--- src/rtl/b2a_pkg.sv ---
package b2a_pkg;

   localparam int unsigned CHR_W = 8;

   localparam logic [CHR_W-1:0] ASC_ZERO  = 8'h30;
   localparam logic [CHR_W-1:0] ASC_PLUS  = 8'h2B;
   localparam logic [CHR_W-1:0] ASC_MINUS = 8'h2D;

   localparam int unsigned N_STEPS = 2;

   typedef enum logic [1:0] {
      PH_IDLE = 2'd0,
      PH_HUND = 2'd1,
      PH_TENS = 2'd2,
      PH_ONES = 2'd3
   } phase_t;

   function automatic int unsigned step_divisor(input int unsigned idx);
      int unsigned d;
      d = 1;
      for (int unsigned i = 0; i < N_STEPS - idx; i++) d = d * 10;
      return d;
   endfunction

endpackage

--- src/rtl/b2a_sign_split.sv ---
module b2a_sign_split
   import b2a_pkg::*;
#(
   parameter int unsigned DATA_W = 16
) (
   input  logic [DATA_W-1:0] value_i,
   output logic [DATA_W-1:0] mag_o,
   output logic [CHR_W-1:0]  sign_o
);

   logic neg;

   always_comb begin
      neg    = value_i[DATA_W-1];
      mag_o  = neg ? (~value_i + DATA_W'(1)) : value_i;
      sign_o = neg ? ASC_MINUS : ASC_PLUS;
   end

   always_comb begin
      if (neg)
         assert_mag_positive_R3: assert (mag_o[DATA_W-1] == 1'b0 || value_i == {1'b1, {(DATA_W-1){1'b0}}})
            else $error("magnitude of negative input is still negative");
   end

endmodule

--- src/rtl/b2a_digit_step.sv ---
module b2a_digit_step
   import b2a_pkg::*;
#(
   parameter int unsigned DATA_W  = 16,
   parameter int unsigned DIVISOR = 100
) (
   input  logic [DATA_W-1:0] rem_i,
   input  logic [CHR_W-1:0]  digit_i,
   output logic [DATA_W-1:0] rem_o,
   output logic [CHR_W-1:0]  digit_o,
   output logic              take_o
);

   logic [DATA_W:0] trial;

   always_comb begin
      trial   = {1'b0, rem_i} - (DATA_W+1)'(DIVISOR);
      take_o  = ~trial[DATA_W];
      rem_o   = take_o ? trial[DATA_W-1:0] : rem_i;
      digit_o = take_o ? digit_i + CHR_W'(1) : digit_i;
   end

endmodule

--- src/rtl/sbin2dec_ascii.sv ---
module sbin2dec_ascii
   import b2a_pkg::*;
#(
   parameter int unsigned DATA_W  = 16,
   parameter int unsigned MAX_MAG = 999
) (
   input  logic              clk,
   input  logic              rst_n,
   input  logic              start,
   input  logic [DATA_W-1:0] value_in,
   output logic              busy,
   output logic              done,
   output logic [7:0]        sign_char,
   output logic [7:0]        hund_char,
   output logic [7:0]        tens_char,
   output logic [7:0]        ones_char
);

   localparam int unsigned MAX_H   = MAX_MAG / 100;
   localparam int unsigned MAX_T   = (MAX_MAG % 100) / 10;
   localparam int unsigned MAX_LAT = MAX_H + MAX_T + 3;
   localparam int unsigned LAT_W   = $clog2(MAX_LAT + 2);

   generate
      if (DATA_W < 11) begin : g_bad_width
         $error("DATA_W must hold +/-%0d", MAX_MAG);
      end
      if (MAX_MAG > 999) begin : g_bad_range
         $error("MAX_MAG above three digits");
      end
   endgenerate

   phase_t              phase;
   logic [DATA_W-1:0]   rem_q;
   logic [CHR_W-1:0]    sign_q;
   logic [CHR_W-1:0]    work_dig [N_STEPS];
   logic [DATA_W-1:0]   step_rem [N_STEPS];
   logic [CHR_W-1:0]    step_dig [N_STEPS];
   logic                step_take[N_STEPS];
   logic [DATA_W-1:0]   mag_in;
   logic [CHR_W-1:0]    sign_in;
   logic [DATA_W-1:0]   ones_full;

   b2a_sign_split #(.DATA_W(DATA_W)) u_sign (
      .value_i(value_in),
      .mag_o  (mag_in),
      .sign_o (sign_in)
   );

   genvar g;
   generate
      for (g = 0; g < N_STEPS; g++) begin : g_step
         b2a_digit_step #(
            .DATA_W (DATA_W),
            .DIVISOR(step_divisor(g))
         ) u_step (
            .rem_i  (rem_q),
            .digit_i(work_dig[g]),
            .rem_o  (step_rem[g]),
            .digit_o(step_dig[g]),
            .take_o (step_take[g])
         );
      end
   endgenerate

   assign ones_full = DATA_W'(ASC_ZERO) + rem_q;
   assign busy      = (phase != PH_IDLE);

   always_ff @(posedge clk or negedge rst_n) begin
      if (!rst_n) begin
         phase     <= PH_IDLE;
         rem_q     <= '0;
         sign_q    <= '0;
         for (int i = 0; i < N_STEPS; i++) work_dig[i] <= '0;
         done      <= 1'b0;
         sign_char <= '0;
         hund_char <= '0;
         tens_char <= '0;
         ones_char <= '0;
      end else begin
         done <= 1'b0;
         unique case (phase)
            PH_IDLE: begin
               if (start) begin
                  rem_q  <= mag_in;
                  sign_q <= sign_in;
                  for (int i = 0; i < N_STEPS; i++) work_dig[i] <= ASC_ZERO;
                  phase  <= PH_HUND;
               end
            end
            PH_HUND: begin
               if (step_take[0]) begin
                  rem_q       <= step_rem[0];
                  work_dig[0] <= step_dig[0];
               end else begin
                  phase <= PH_TENS;
               end
            end
            PH_TENS: begin
               if (step_take[1]) begin
                  rem_q       <= step_rem[1];
                  work_dig[1] <= step_dig[1];
               end else begin
                  phase <= PH_ONES;
               end
            end
            PH_ONES: begin
               sign_char <= sign_q;
               hund_char <= work_dig[0];
               tens_char <= work_dig[1];
               ones_char <= ones_full[CHR_W-1:0];
               done      <= 1'b1;
               phase     <= PH_IDLE;
            end
            default: phase <= PH_IDLE;
         endcase
      end
   end

   logic [LAT_W-1:0] lat_cnt;
   always_ff @(posedge clk or negedge rst_n) begin
      if (!rst_n)    lat_cnt <= '0;
      else if (busy) lat_cnt <= lat_cnt + LAT_W'(1);
      else           lat_cnt <= '0;
   end

   assert_done_pulse_R9: assert property (@(posedge clk) disable iff (!rst_n)
      done |=> !done);

   assert_busy_done_excl_R9: assert property (@(posedge clk) disable iff (!rst_n)
      !(busy && done));

   assert_start_accept_R8: assert property (@(posedge clk) disable iff (!rst_n)
      (!busy && start) |=> busy);

   assert_start_ignored_R8: assert property (@(posedge clk) disable iff (!rst_n)
      (busy && start && phase == PH_HUND) |=> (phase != PH_IDLE));

   assert_latency_R10: assert property (@(posedge clk) disable iff (!rst_n)
      busy |-> (lat_cnt <= LAT_W'(MAX_LAT - 1)));

   assert_out_stable_R11: assert property (@(posedge clk) disable iff (!rst_n)
      !done |-> ($stable(sign_char) && $stable(hund_char) && $stable(tens_char) && $stable(ones_char)));

   assert_sign_code_R2: assert property (@(posedge clk) disable iff (!rst_n)
      done |-> (sign_char == ASC_PLUS || sign_char == ASC_MINUS));

   assert_digit_range_R4: assert property (@(posedge clk) disable iff (!rst_n)
      done |-> (hund_char >= 8'h30 && hund_char <= 8'h39 && tens_char >= 8'h30 && tens_char <= 8'h39));

   assert_ones_rem_R6: assert property (@(posedge clk) disable iff (!rst_n)
      (phase == PH_ONES) |-> (rem_q < DATA_W'(10)));

endmodule

--- config.mk ---
export PLATFORM = sky130hd
export DESIGN_NAME = sbin2dec_ascii
export DESIGN_NICKNAME = d
export VERILOG_FILES = /design/src/rtl/b2a_pkg.sv /design/src/rtl/b2a_sign_split.sv /design/src/rtl/b2a_digit_step.sv /design/src/rtl/sbin2dec_ascii.sv
export SDC_FILE = /design/constraint.sdc
export NUM_CORES = 1
export LEC_CHECK = 0
export BUFFER_PORTS_ARGS = -buffer_cell sky130_fd_sc_hd__buf_2
export CORE_MARGIN = 10
export CORE_UTILIZATION = 53
export CTS_BUF_LIST = sky130_fd_sc_hd__clkbuf_4 sky130_fd_sc_hd__clkbuf_8 sky130_fd_sc_hd__clkbuf_16
export DETAILED_ROUTE_END_ITERATION = 16
export HOLD_SLACK_MARGIN = 0.05
export PLACE_DENSITY = 0.77
export REMOVE_ABC_BUFFERS = 1
export SETUP_SLACK_MARGIN = 0.2
export SYNTH_ARGS = -nofsm -noshare
export SYNTH_HDL_FRONTEND = slang
export SYNTH_SLANG_ARGS = --single-unit
export TNS_END_PERCENT = 100
--- constraint.sdc ---
create_clock -name clk -period 2.2 [get_ports clk]
set_clock_uncertainty 0.05 [all_clocks]
set_input_delay 0.11 -clock clk [delete_from_list [all_inputs] [get_ports clk]]
set_output_delay 0.11 -clock clk [all_outputs]
set_load 0.05 [all_outputs]
# Word level (Yosys, flattened, before mapping)

Cells that the tools add are included.

Flip-flop bits (word level): 75
Logic and storage cells: 51
Output and inout port bits: 34

Mux-type cells: 16
$add $sub $neg: 6
Bitwise gates (word level): 1
Reductions and logical operators: 10
Equal/unequal tests: 8

Operators with widths:

| kind                                                 | count |
|---|---|
| 2-to-1 mux 16 bit                                    | 5 |
| one-hot mux 16 bit (3 select lines)                  | 1 |
| one-hot mux 8 bit (2 select lines)                   | 2 |
| subtractor 16 x 4 -> 17 bit (second input constant)  | 1 |
| subtractor 16 x 7 -> 17 bit (second input constant)  | 1 |
| adder 16 x 1 -> 16 bit (second input constant)       | 1 |
| adder 8 x 1 -> 8 bit (second input constant)         | 2 |
| 2-to-1 mux 8 bit                                     | 2 |
| inverter 16 bit                                      | 1 |
| AND reduction 3 bit                                  | 3 |
| adder 6 x 8 -> 8 bit (first input constant)          | 1 |
| one-hot mux 2 bit (4 select lines)                   | 1 |
| 2-to-1 mux 2 bit                                     | 3 |
| != test 2 bit (second input constant)                | 3 |
| nonzero test 2 bit                                   | 3 |
| equality test 2 bit (second input constant)          | 2 |
| != test 2 x 1 -> 1 bit (second input constant)       | 2 |
| AND reduction 4 bit                                  | 1 |
| 2-to-1 mux 3 bit                                     | 1 |
| nonzero test 3 bit                                   | 1 |
| equality test 2 x 1 -> 1 bit (second input constant) | 1 |
| logical NOT 2 bit                                    | 1 |
| AND reduction 2 bit                                  | 1 |
| 2-to-1 mux 1 bit                                     | 1 |

# Depth between registers and ports, before layout

Gate-level depths: netlist (run 1).

Depth in word-level cells: 5
Depth in mapped cells: 9
Mapped depth without buffers: 8

# By module

A second synthesis (run 1) with hierarchy kept.

Cell total of the unflattened synthesis: 540
Area total of the unflattened synthesis: 5276.3 um^2

By module, submodules not included:

| module                             | cells an instance | times used | seq. area each (um^2) | area each (um^2) |
|---|---|---|---|---|
| sbin2dec_ascii                     | 332               | 1          | 1876.8                | 3743.6 |
| b2a_digit_step at g_step[0].u_step | 74                | 1          | 0.0                   | 563.0 |
| b2a_digit_step at g_step[1].u_step | 76                | 1          | 0.0                   | 539.3 |
| b2a_sign_split                     | 58                | 1          | 0.0                   | 430.4 |

# Worst setup path after synthesis (run 1)

Ideal clock, no wire load.

Kind: reg-to-reg
Start: reg rem_q[2]
End: reg rem_q[13]
Setup time: 121 ps
Setup slack: -33 ps
Cell stages (with the launch flop): 10
Arrival time: 2062 ps
Cells stage by stage: dfrtp_1 inv_1 ha_1 a21o_1 a2111oi_4 a21oi_1 o21ai_4 buf_4 a21oi_1 a22o_1

Cells in the longest elaborated chain, start to end: 3
Elaborated cells between the ends (all ways): 8
Classes of those cells: add/sub: 2; eq/ne: 2; mux: 3; reduce/logical: 1

Ends and longest elaborated chain:

| element                                                                           | line                  | source |
|---|---|---|
| from (decl)                                                                       | sbin2dec_ascii.sv:34  | `logic [DATA_W-1:0] rem_q;` |
| from (signal assigned)                                                            | sbin2dec_ascii.sv:85  | `rem_q <= mag_in;` |
| from (signal assigned)                                                            | sbin2dec_ascii.sv:93  | `rem_q <= step_rem[0];` |
| from (signal assigned)                                                            | sbin2dec_ascii.sv:101 | `rem_q <= step_rem[1];` |
| subtractor 16 x 4 -> 17 bit / subtractor 16 x 7 -> 17 bit (equally long branches) | b2a_digit_step.sv:17  | `trial = {1'b0, rem_i} - (DATA_W+1)'(DIVISOR);` |
| 2-to-1 mux 16 bit, or another cell as far along                                   | sbin2dec_ascii.sv:100 | `if (step_take[1]) begin` |
| one-hot mux 16 bit (3 select lines) / AND reduction 4 bit (equally long branches) | --                    |  |

Several ways; a longest one is shown, not always the timed one. The select of a mux whose other input is x is not followed.
A chain may end at the register's enable or synchronous reset.

# Worst setup path after layout (run 1)

Start: reg rem_q[5]
End: reg work_dig[7] (netlist bit)

Cells in the longest elaborated chain, start to end: 3

Ends and longest elaborated chain:

| element                       | line                 | source |
|---|---|---|
| subtractor 16 x 4 -> 17 bit   | b2a_digit_step.sv:17 |  |
| != test 2 bit (no line)       | --                   |  |
| AND reduction 3 bit (no line) | --                   |  |
| to (decl)                     | sbin2dec_ascii.sv:36 | `logic [CHR_W-1:0] work_dig [N_STEPS];` |

No other way between the ends.

==> summary.md, run 1 <==
| Metric | Value |
|---|---|
| Reg clk slew, reported paths | `0.08 ns` |
| Port Buffers | `49` |
| Antenna fix cells | `0` |
| Final design utilization | `0.716` |
| # IOs | `53` |
| Die area | `11500 um2` |
| Die X | `107 um` |
| CP bufs+invs | `2` |
| DR pass1 iterations | `4` |
| Gate power share | `0.629` |
| RSZ-0062 raised after global routing | `true` |
| Worst slew margin | `0.559` |
| Clk buf depth | `2` |
| Worst endpoint required time | `2.44 ns` |
| Final nets | `546` |
| Worst hold stages | `4` |
| Main combinational cell family by area after synthesis | `compound AO/OA/AOI/OAI gates` |
| Routed Antenna Nets | `0` |
| Via density | `5.92` |
| Share of the synthesized area in the top cell type | `0.402` |
| Outcome | `complete, but fails checks` |
| Synth Cell Area | `4050 um2` |
| Max Used Layer | `met4` |
| GPL Wtd Cong | `0.900` |
| Main synth FF type | `dfrtp_1` |
| Drt wl/cell | `18.4 um` |
| Fin. max-slew vios | `0` |
| Post-Syn Instances | `417` |
| Failing checks | `negative setup slack` |
| Area leader, netlist | `dfrtp_1` |
| Largest cells by area after synthesis | `dfrtp_1 (40%), mux2_2 (7.8%), ha_1 (4.6%), xnor2_1 (3.5%), o21ai_0 (3.3%)` |
| Post-Synth Simple-Gate Area | `0.147` |
| Final setup viols | `2` |
| Max IR drop VDD | `784 uV` |
| Grt ovf | `0` |
| Dpl hpwl | `7.53 mm` |
| Max H-tree Level | `3` |
| Worst-Skew Late Latency | `0.35 ns` |
| Initial core utilization | `0.552` |
| Total of max-cap violations | `0` |
| Max frequency | `450 MHz` |
| Net switching power | `4050 uW` |
| Clock share of power | `0.136` |
| # fillers | `504` |
| Switching fraction of total power | `0.469` |
| CTS Sinks | `65` |
| Most numerous cell in the Yosys netlist | `dfrtp_1` |
| Metal1 wirelength | `4.66 mm` |
| Seq/Total Area, Yosys | `0.402` |
| Total GRT Usage | `0.193` |
| Global-route wire length before repair | `18.1 mm` |
| Post-synthesis adder-cell area fraction | `0.0463` |
| Hold slack | `0.0992 ns` |
| Sequential share of power | `0.235` |
| DR WL met3 | `808 um` |
| Inserted Clock Buffers | `9` |
| Top cells by count, synth | `dfrtp_1 (65), nand2_1 (31), mux2_2 (28), o21ai_0 (27), nor2_1 (25)` |
| P_leak | `0.00230 uW` |
| Worst-Margin Slew | `0.661 ns` |
| Mean area per synthesized cell | `9.71 um2` |
| Root buf cell | `clkbuf_8` |
| CP Capture Type | `register` |
| CP Launch Type | `register` |
| Detailed Route Iter0 Violations | `291` |
| Internal | `4590 uW` |
| Hold Crit Class | `in -> reg` |
| Final WS setup | `-0.0209 ns` |
| Synth warn | `0` |
| CTS tree | `done` |
| Fraction of layout cells with a size suffix above 1 | `0.402` |
| Core area | `7330 um2` |
| Synth Area in Compound Gates | `0.196` |
| Crit-path cells | `inv_1 > ha_2 > a2111oi_4 > buf_4 > a211oi_4 > nand4_1 > or4_1 > nand2_1` |
| R2r worst-path depth | `8` |
| Vias in the first global route | `3735` |
| Met2 WL post-DR | `5.60 mm` |
| Post-synth ARST share | `1.00` |
| Area after DPL | `4620 um2` |
| Mux contribution to synthesized area | `0.0877` |
| P per Cell Area | `1640 nW/um2` |
| Largest net degree at the start of global routing | `40` |
| Initial antenna violation count | `0` |
| Die Span Y | `107 um` |
| Max stage delay on crit path | `0.45 ns` |
| Total Wirelength | `11.3 mm` |
| Critical Path AT | `2.46 ns` |
| Final hold vios | `0` |
| Unique masters post-synth | `70` |
| Area delta synth->final | `29.7%` |
| Total power | `8630 uW` |
| Xor/xnor cell area share of the yosys netlist | `0.0627` |
| Via count | `3644` |
| Fin crit period | `2.22 ns` |
| EDFF count, synth | `0` |
| Final Cell Area | `5250 um2` |
| DRC viols | `0` |
| Slowest CP cell | `dfrtp_2` |
| #FFs+latches synth | `65` |
| Crit Path Class | `reg -> reg` |
| Crit share post-route | `1.01` |
| Delay-heaviest family, CP | `simple AND/OR/NAND/NOR gates` |
| # rows | `31` |
| Crit Path Max Fanout | `5` |
| Stages on the worst setup path | `8` |
-- layout make-up --
cell class / count / area (um2) / share of cell area
clock buffers: 10 / 138 / 0.0262
clock inverters: 6 / 90.1 / 0.0172
repair buffers: 111 / 786 / 0.150
multi-input cells: 303 / 2400 / 0.457
flip-flops and latches: 65 / 1630 / 0.310
inverters: 22 / 82.6 / 0.0157
well taps: 99 / 124 / 0.0236
-- worst paths after layout --
path,start,end,slack [ns]
setup / recovery,rem_q[5],work_dig[7],-0.02
hold / removal,value_in[11],rem_q[11],0.1
setup reg to reg,rem_q[5],work_dig[7],-0.02
hold reg to reg,sign_q[3],sign_q[3],0.42
max in group asynchronous,rst_n,rem_q[3],1.19
min in group asynchronous,rst_n,work_dig[15],0.27
-- cells in the final DEF (no fill, tap or decap), types with 8 or more instances in the layout --
| cell | synthesis | routed |
|---|---|---|
| xnor2_1 | 16 | 15 |
| a21oi_1 | 15 | 13 |
| buf_4 | 6 | 53 |
| inv_1 | 21 | 18 |
| mux2_2 | 28 | 27 |
| clkbuf_8 | 0 | 10 |
| nand2_1 | 31 | 29 |
| dfrtp_1 | 65 | 63 |
| nand4_1 | 9 | 9 |
| xor2_1 | 13 | 13 |
| o21ai_0 | 27 | 21 |
| nand3_1 | 9 | 8 |
| buf_2 | 6 | 49 |
| nor2_1 | 25 | 21 |
-- routing by layer --
metal	vias up	GRT usage
li1	1695	-
met1	1784	0.227
met2	139	0.314
met3	26	0.0605
met4	0	0.0906
met5	-	0
-- power by group through the flow --
| stage | logic, uW | registers (uW) | clock network [uW] |
|---|---|---|---|
| global route | 5820 | 2070 | 1240 |
| finish | 5430 | 2030 | 1170 |
| CTS | 5130 | 2000 | 1180 |
| floorplan | 2440 | 2570 | 0 |
| global placement | 4520 | 1990 | 0 |
| detailed placement | 4600 | 2010 | 0 |
-- logic make-up after synthesis --
| logic type | Yosys count |
|---|---|
| buf+inv | 51 |
| other cells | 1 |
| flops | 65 |
| xor+xnor | 29 |
| mux | 32 |
| compound gates | 108 |
| simple gates | 116 |
| fa+ha+maj | 15 |
-- through the flow --
stage / TNS (ns) / std cells / setup slack, ns
after floorplan: -3.43 / 390 / -0.412
after global placement: -0.187 / 581 / -0.106
after detailed placement: -0.712 / 581 / -0.146
after CTS: 0 / 612 / 0.0216
after global routing: -0.365 / 616 / -0.0588
final: -0.0217 / 616 / -0.0209
-- what timing repair did --
action,CTS,global route
hold endpoints to repair,26,0
gates cloned,1,0
setup endpoints to repair,30,32
hold buffers,1,0
pin swaps,8,11
gates resized for setup,35,28
buffers inserted,13,4
-- tightest hold or removal path, stage by stage --
cell	delay [ns]
buf_2	0.10
xnor2_1	0.07
o21ai_1	0.11
a2bb2oi_1	0.07
-- registers in the layout (all words and copies together) (netlist names) --
signal / cells
done: 1
hund_char: 8
phase: 2
work_dig: 16
sign_char: 3
ones_char: 8
tens_char: 8
rem_q: 16
sign_q: 3
(Power assumes the default switching activity.)
==> inputs of run 2 (changes only) <==
==> constraint.sdc (replaced) <==
create_clock -name clk -period 2.2 [get_ports clk]
set_clock_uncertainty 0.05 [all_clocks]
set_input_delay 0.22 -clock clk [delete_from_list [all_inputs] [get_ports clk]]
set_output_delay 0.22 -clock clk [all_outputs]
set_load 0.05 [all_outputs]
==> summary.md, run 2 (synthesis gave the netlist of run 1 again) <==
| Metric | Value |
|---|---|
| Outcome | `complete, but fails checks (unchanged)` |
| Failing checks | `negative setup slack (unchanged)` |
| Total Wirelength | `12.1 mm (was 11.3 mm)` |
| Initial antenna violation count | `0 (unchanged)` |
| Placement Setup Slack | `-0.175 ns (was -0.146 ns)` |
| Total GRT Usage | `0.190 (was 0.193)` |
| Initial core utilization | `0.552 (unchanged)` |
| Critical Path AT | `2.37 ns (was 2.46 ns)` |
| Reg clk slew, reported paths | `0.08 ns (about the same)` |
| Root buf cell | `clkbuf_8 (unchanged)` |
| Crit Path Max Fanout | `6 (was 5)` |
| DR pass1 iterations | `5 (was 4)` |
| Global-route wire length before repair | `17.9 mm (was 18.1 mm)` |
| Hold Crit Class | `in -> reg (unchanged)` |
| CP Launch Type | `register (unchanged)` |
| Final setup viols | `2 (unchanged)` |
| Grt ovf | `0 (unchanged)` |
| Die area | `11500 um2 (unchanged)` |
| GPL Wtd Cong | `0.902 (was 0.900)` |
| Detailed Route Iter0 Violations | `266 (was 291)` |
| Fin. max-slew vios | `0 (unchanged)` |
| Inserted Clock Buffers | `9 (unchanged)` |
| Drt wl/cell | `19.6 um (was 18.4 um)` |
| DRC viols | `0 (unchanged)` |
| Final hold vios | `0 (unchanged)` |
| Placed cells | `582 (was 581)` |
| Final WS setup | `-0.0162 ns (was -0.0209 ns)` |
| Vias in the first global route | `3639 (was 3735)` |
| # fillers | `471 (was 504)` |
| Largest net degree at the start of global routing | `41 (was 40)` |
| P per Cell Area | `1680 nW/um2 (was 1640 nW/um2)` |
| Final nets | `544 (was 546)` |
| Max frequency | `451 MHz (was 450 MHz)` |
| Port Buffers | `49 (unchanged)` |
| Worst endpoint required time | `2.35 ns (was 2.44 ns)` |
| Final std cells w/o fill | `614 (was 616)` |
| Crit share post-route | `1.01 (about the same)` |
| # rows | `31 (unchanged)` |
| Largest registers | `rem_q (16), work_dig (16) (unchanged)` |
| Area delta synth->final | `34.0% (was 29.7%)` |
| Via density | `6.06 (was 5.92)` |
| Dpl hpwl | `7.85 mm (was 7.53 mm)` |
| Fraction of layout cells with a size suffix above 1 | `0.441 (was 0.402)` |
| Max IR drop VDD | `768 uV (was 784 uV)` |
| CTS tree | `done (unchanged)` |
| Total power | `9130 uW (was 8630 uW)` |
| Final design utilization | `0.740 (was 0.716)` |
| Die X | `107 um (unchanged)` |
| Worst-Skew Late Latency | `0.36 ns (was 0.35 ns)` |
| # IOs | `53 (unchanged)` |
| Commonest non-fill, non-tap cell in the layout | `dfrtp_1 (unchanged)` |
| Crit Path Class | `reg -> reg (unchanged)` |
| RSZ-0062 raised after global routing | `true (unchanged)` |
| Clk buf depth | `2 (unchanged)` |
| Antenna fix cells | `0 (unchanged)` |
| Fin crit period | `2.22 ns (about the same)` |
| P_leak | `0.00234 uW (was 0.00230 uW)` |
| Worst-Margin Slew | `0.664 ns (was 0.661 ns)` |
| Total of max-cap violations | `0 (unchanged)` |
| Max H-tree Level | `3 (unchanged)` |
| Via count | `3718 (was 3644)` |
| Worst slew margin | `0.557 (was 0.559)` |
| Routed Antenna Nets | `0 (unchanged)` |
| CTS Sinks | `65 (unchanged)` |
| Die Span Y | `107 um (unchanged)` |
| Core area | `7330 um2 (unchanged)` |
| Most frequent cells in the layout | `dfrtp_1 (62), buf_2 (49), buf_4 (43) (was dfrtp_1 (63), buf_4 (53), buf_2 (49))` |
| Hold slack | `0.233 ns (was 0.0992 ns)` |
| CP Capture Type | `register (unchanged)` |
## run 2: cell count changes in the layout (fill, tap and decap cells not counted), moves of 3 or more
cell	previous run	this run
a21oi_1	13	9
a21oi_2	3	6
buf_4	53	43
buf_6	4	9
buf_8	0	3
nand2_1	29	25
nand2_4	0	3
nor2_2	1	4
o21ai_0	21	18
## run 2: path summary, 6_finish.rpt
kind	start	end	slack (ns)	cells past startpoint
max in group asynchronous	rst_n	rem_q[3]	1.07	3
worst max-delay path	rem_q[5]	phase[1]	-0.02	9
worst max register to register	rem_q[5]	phase[1]	-0.02	9
worst min register to register	sign_q[3]	sign_q[3]	0.42	1
worst min-delay path	value_in[7]	rem_q[7]	0.23	4
min in group asynchronous	rst_n	work_dig[15]	0.38	2
## run 2: what timing repair did
action	CTS	global route
cloned	0	1
setup endpoints to repair	29	31
hold buffers	1	0
pin swaps	15	23
gates resized for setup	37	65
endpoints found under the hold margin	25	0
setup buffers	8	6
## run 2: cell type report
cell class,instances,area [um2],share of cell area
inverter,22,82.6,0.0152
sequential,65,1630,0.301
clock inverter,6,115,0.0212
tap,99,124,0.0228
timing repair buffer,109,810,0.149
clock buffer,10,138,0.0254
multi-input combinational,303,2530,0.466
## run 2: critical path, cell delays in order (launching register included)
cell and delay [ns]:
dfrtp_2 0.45, inv_2 0.11, ha_2 0.19, buf_4 0.13, inv_1 0.06, a2111oi_4 0.34
buf_4 0.19, and2_4 0.20, o211ai_1 0.17, mux2i_1 0.17
## run 2: metrics by stage
stage               area [um2]  setup TNS, ns
floorplan                 3910          -3.43
global placement          4630         -0.132
detailed placement        4630          -1.10
CTS                       5070              0
global route              5430         -0.540
finish                    5430        -0.0229
## run 2: power breakdown
| part | leakage [uW] | switching (uW) | total (uW) | internal, uW |
|---|---|---|---|---|
| logic | 0.00143 | 3290 | 5770 | 2470 |
| clock network | 0.000123 | 508 | 1300 | 787 |
| registers | 0.000785 | 449 | 2070 | 1620 |
| total | 0.00234 | 4250 | 9130 | 4880 |
## run 2: metal layers
| layer | routed length [um] | GRT usage | part of all wire |
|---|---|---|---|
| met3 | 724 | 0.0449 | 0.060 |
| met5 | 0 | 0 | 0 |
| met1 | 4780 | 0.224 | 0.40 |
| met4 | 245 | 0.0677 | 0.020 |
| met2 | 6310 | 0.329 | 0.52 |
==> inputs of run 3 (changes only) <==
--- a/config.mk
+++ b/config.mk
@@ -12,6 +12,7 @@
 export DETAILED_ROUTE_END_ITERATION = 16
 export HOLD_SLACK_MARGIN = 0.05
 export PLACE_DENSITY = 0.77
+export RECOVER_POWER = 100
 export REMOVE_ABC_BUFFERS = 1
 export SETUP_SLACK_MARGIN = 0.2
 export SYNTH_ARGS = -nofsm -noshare
==> summary.md, run 3 (synthesis gave the netlist of run 1 again) <==
| Metric | Value |
|---|---|
| Fin crit period | `2.26 ns (was 2.22 ns)` |
| Hold Crit Class | `in -> reg (unchanged)` |
| Max H-tree Level | `3 (unchanged)` |
| Hold slack | `0.238 ns (was 0.233 ns)` |
| Commonest non-fill, non-tap cell in the layout | `dfrtp_1 (unchanged)` |
| Final WS setup | `-0.0628 ns (was -0.0162 ns)` |
| Die area | `11500 um2 (unchanged)` |
| Largest net degree at the start of global routing | `41 (unchanged)` |
| Final hold vios | `0 (unchanged)` |
| Outcome | `complete, but fails checks (unchanged)` |
| Area delta synth->final | `32.4% (was 34.0%)` |
| Placed cells | `582 (unchanged)` |
| Final setup viols | `4 (was 2)` |
| Root buf cell | `clkbuf_8 (unchanged)` |
| Total GRT Usage | `0.190 (unchanged)` |
| Crit Path Max Fanout | `9 (was 6)` |
| DR pass1 iterations | `6 (was 5)` |
| Routed Antenna Nets | `0 (unchanged)` |
| Worst-Skew Late Latency | `0.35 ns (was 0.36 ns)` |
| Fraction of layout cells with a size suffix above 1 | `0.375 (was 0.441)` |
| Initial antenna violation count | `0 (unchanged)` |
| DRC viols | `0 (unchanged)` |
| Critical Path AT | `2.50 ns (was 2.37 ns)` |
| Dpl hpwl | `7.85 mm (unchanged)` |
| Reg clk slew, reported paths | `0.08 ns (about the same)` |
| CTS tree | `done (unchanged)` |
| Total Wirelength | `12.2 mm (was 12.1 mm)` |
| # IOs | `53 (unchanged)` |
| Clk buf depth | `2 (unchanged)` |
| Placement Setup Slack | `-0.175 ns (unchanged)` |
| Max frequency | `442 MHz (was 451 MHz)` |
| Detailed Route Iter0 Violations | `206 (was 266)` |
| Via count | `3767 (was 3718)` |
| P per Cell Area | `1690 nW/um2 (was 1680 nW/um2)` |
| Via density | `6.14 (was 6.06)` |
| Failing checks | `max-capacitance violations, max-slew violations, negative setup slack (was negative setup slack)` |
| Final nets | `544 (unchanged)` |
| P_leak | `0.00224 uW (was 0.00234 uW)` |
| # rows | `31 (unchanged)` |
| CP Capture Type | `register (unchanged)` |
| Crit share post-route | `1.03 (was 1.01)` |
| Grt ovf | `0 (unchanged)` |
| Drt wl/cell | `19.8 um (was 19.6 um)` |
| Worst slew margin | `-0.0282 (was 0.557)` |
| Core area | `7330 um2 (unchanged)` |
| Inserted Clock Buffers | `9 (unchanged)` |
| CTS Sinks | `65 (unchanged)` |
| Total of max-cap violations | `1 (was 0)` |
| Largest registers | `rem_q (16), work_dig (16) (unchanged)` |
| CP Launch Type | `register (unchanged)` |
| Crit Path Class | `reg -> reg (unchanged)` |
| RSZ-0062 raised after global routing | `true (unchanged)` |
| Max IR drop VDD | `772 uV (was 768 uV)` |
| Worst endpoint required time | `2.44 ns (was 2.35 ns)` |
| Die X | `107 um (unchanged)` |
| Antenna fix cells | `0 (unchanged)` |
| Vias in the first global route | `3639 (unchanged)` |
| Global-route wire length before repair | `17.9 mm (unchanged)` |
| Initial core utilization | `0.552 (unchanged)` |
| Most frequent cells in the layout | `dfrtp_1 (63), buf_4 (38), clkbuf_1 (33) (was dfrtp_1 (62), buf_2 (49), buf_4 (43))` |
| GPL Wtd Cong | `0.902 (unchanged)` |
| Worst-Margin Slew | `1.54 ns (was 0.664 ns)` |
| Final std cells w/o fill | `614 (unchanged)` |
| Die Span Y | `107 um (unchanged)` |
| Port Buffers | `49 (unchanged)` |
| Fin. max-slew vios | `27 (was 0)` |
run 3: cell types whose count changed in the layout (fill, tap and decap cells not counted), moves of 3 or more:
cell      before  now
buf_2         49   17
buf_4         43   38
clkbuf_1       0   33
clkbuf_2       0    3
run 3: worst paths after layout:
| check | startpoint | cells after the start | end | slack, ns |
|---|---|---|---|---|
| worst max-delay path | phase[0] | 9 | work_dig[7] | -0.06 |
| worst min-delay path | value_in[7] | 4 | rem_q[7] | 0.24 |
| worst max register to register | phase[0] | 9 | work_dig[7] | -0.06 |
| worst min register to register | sign_q[3] | 1 | sign_q[3] | 0.43 |
| max in group asynchronous | rst_n | 3 | rem_q[3] | 0.30 |
| min in group asynchronous | rst_n | 2 | work_dig[15] | 0.72 |
run 3: repair_timing:
item,in CTS,in global routing
hold buffers,1,0
endpoints found under the hold margin,25,0
gates cloned,0,1
resized for setup,37,65
buffers inserted,8,6
setup endpoints to repair,29,31
pin swaps,15,23
run 3: per-stage QoR:
stage	cell area, um2	total power, uW	utilization	setup TNS [ns]
2_1_floorplan	3910	5000	-	-3.43
3_3_place_gp	4630	6520	0.632	-0.132
3_5_place_dp	4630	6640	0.632	-1.10
4_1_cts	5070	8230	0.692	0
5_1_grt	5360	9550	0.732	-0.653
6_report	5360	9070	0.732	-0.121
run 3: critical path, cell delays in order (launching register included):
cell and delay [ns]:
dfrtp_1 0.46, inv_2 0.11, ha_2 0.21, buf_6 0.15
mux2_2 0.19, nand2_1 0.09, a211oi_4 0.20, nand4_1 0.21
or4_1 0.44, nand2_1 0.08
run 3: layout make-up:
cell class	instances	area, um2
Tap cell	99	124
Clock inverter	6	115
Sequential cell	65	1630
Fill cell	501	1970
Multi-Input combinational cell	303	2530
Timing Repair Buffer	109	749
Inverter	22	82.6
Clock buffer	10	138
run 3: layer usage:
metal | vias to the layer above | track usage | wire [um]
li1 | 1703 | - | -
met3 | 32 | 0.0449 | 745
met4 | 0 | 0.0677 | 252
met1 | 1847 | 0.224 | 4820
met5 | - | 0 | 0
met2 | 185 | 0.329 | 6360
run 3: power by group:
part | internal (uW) | switching, uW | leakage [uW]
Sequential | 1620 | 459 | 0.000786
Clock | 787 | 501 | 0.000123
Combinational | 2400 | 3300 | 0.00133
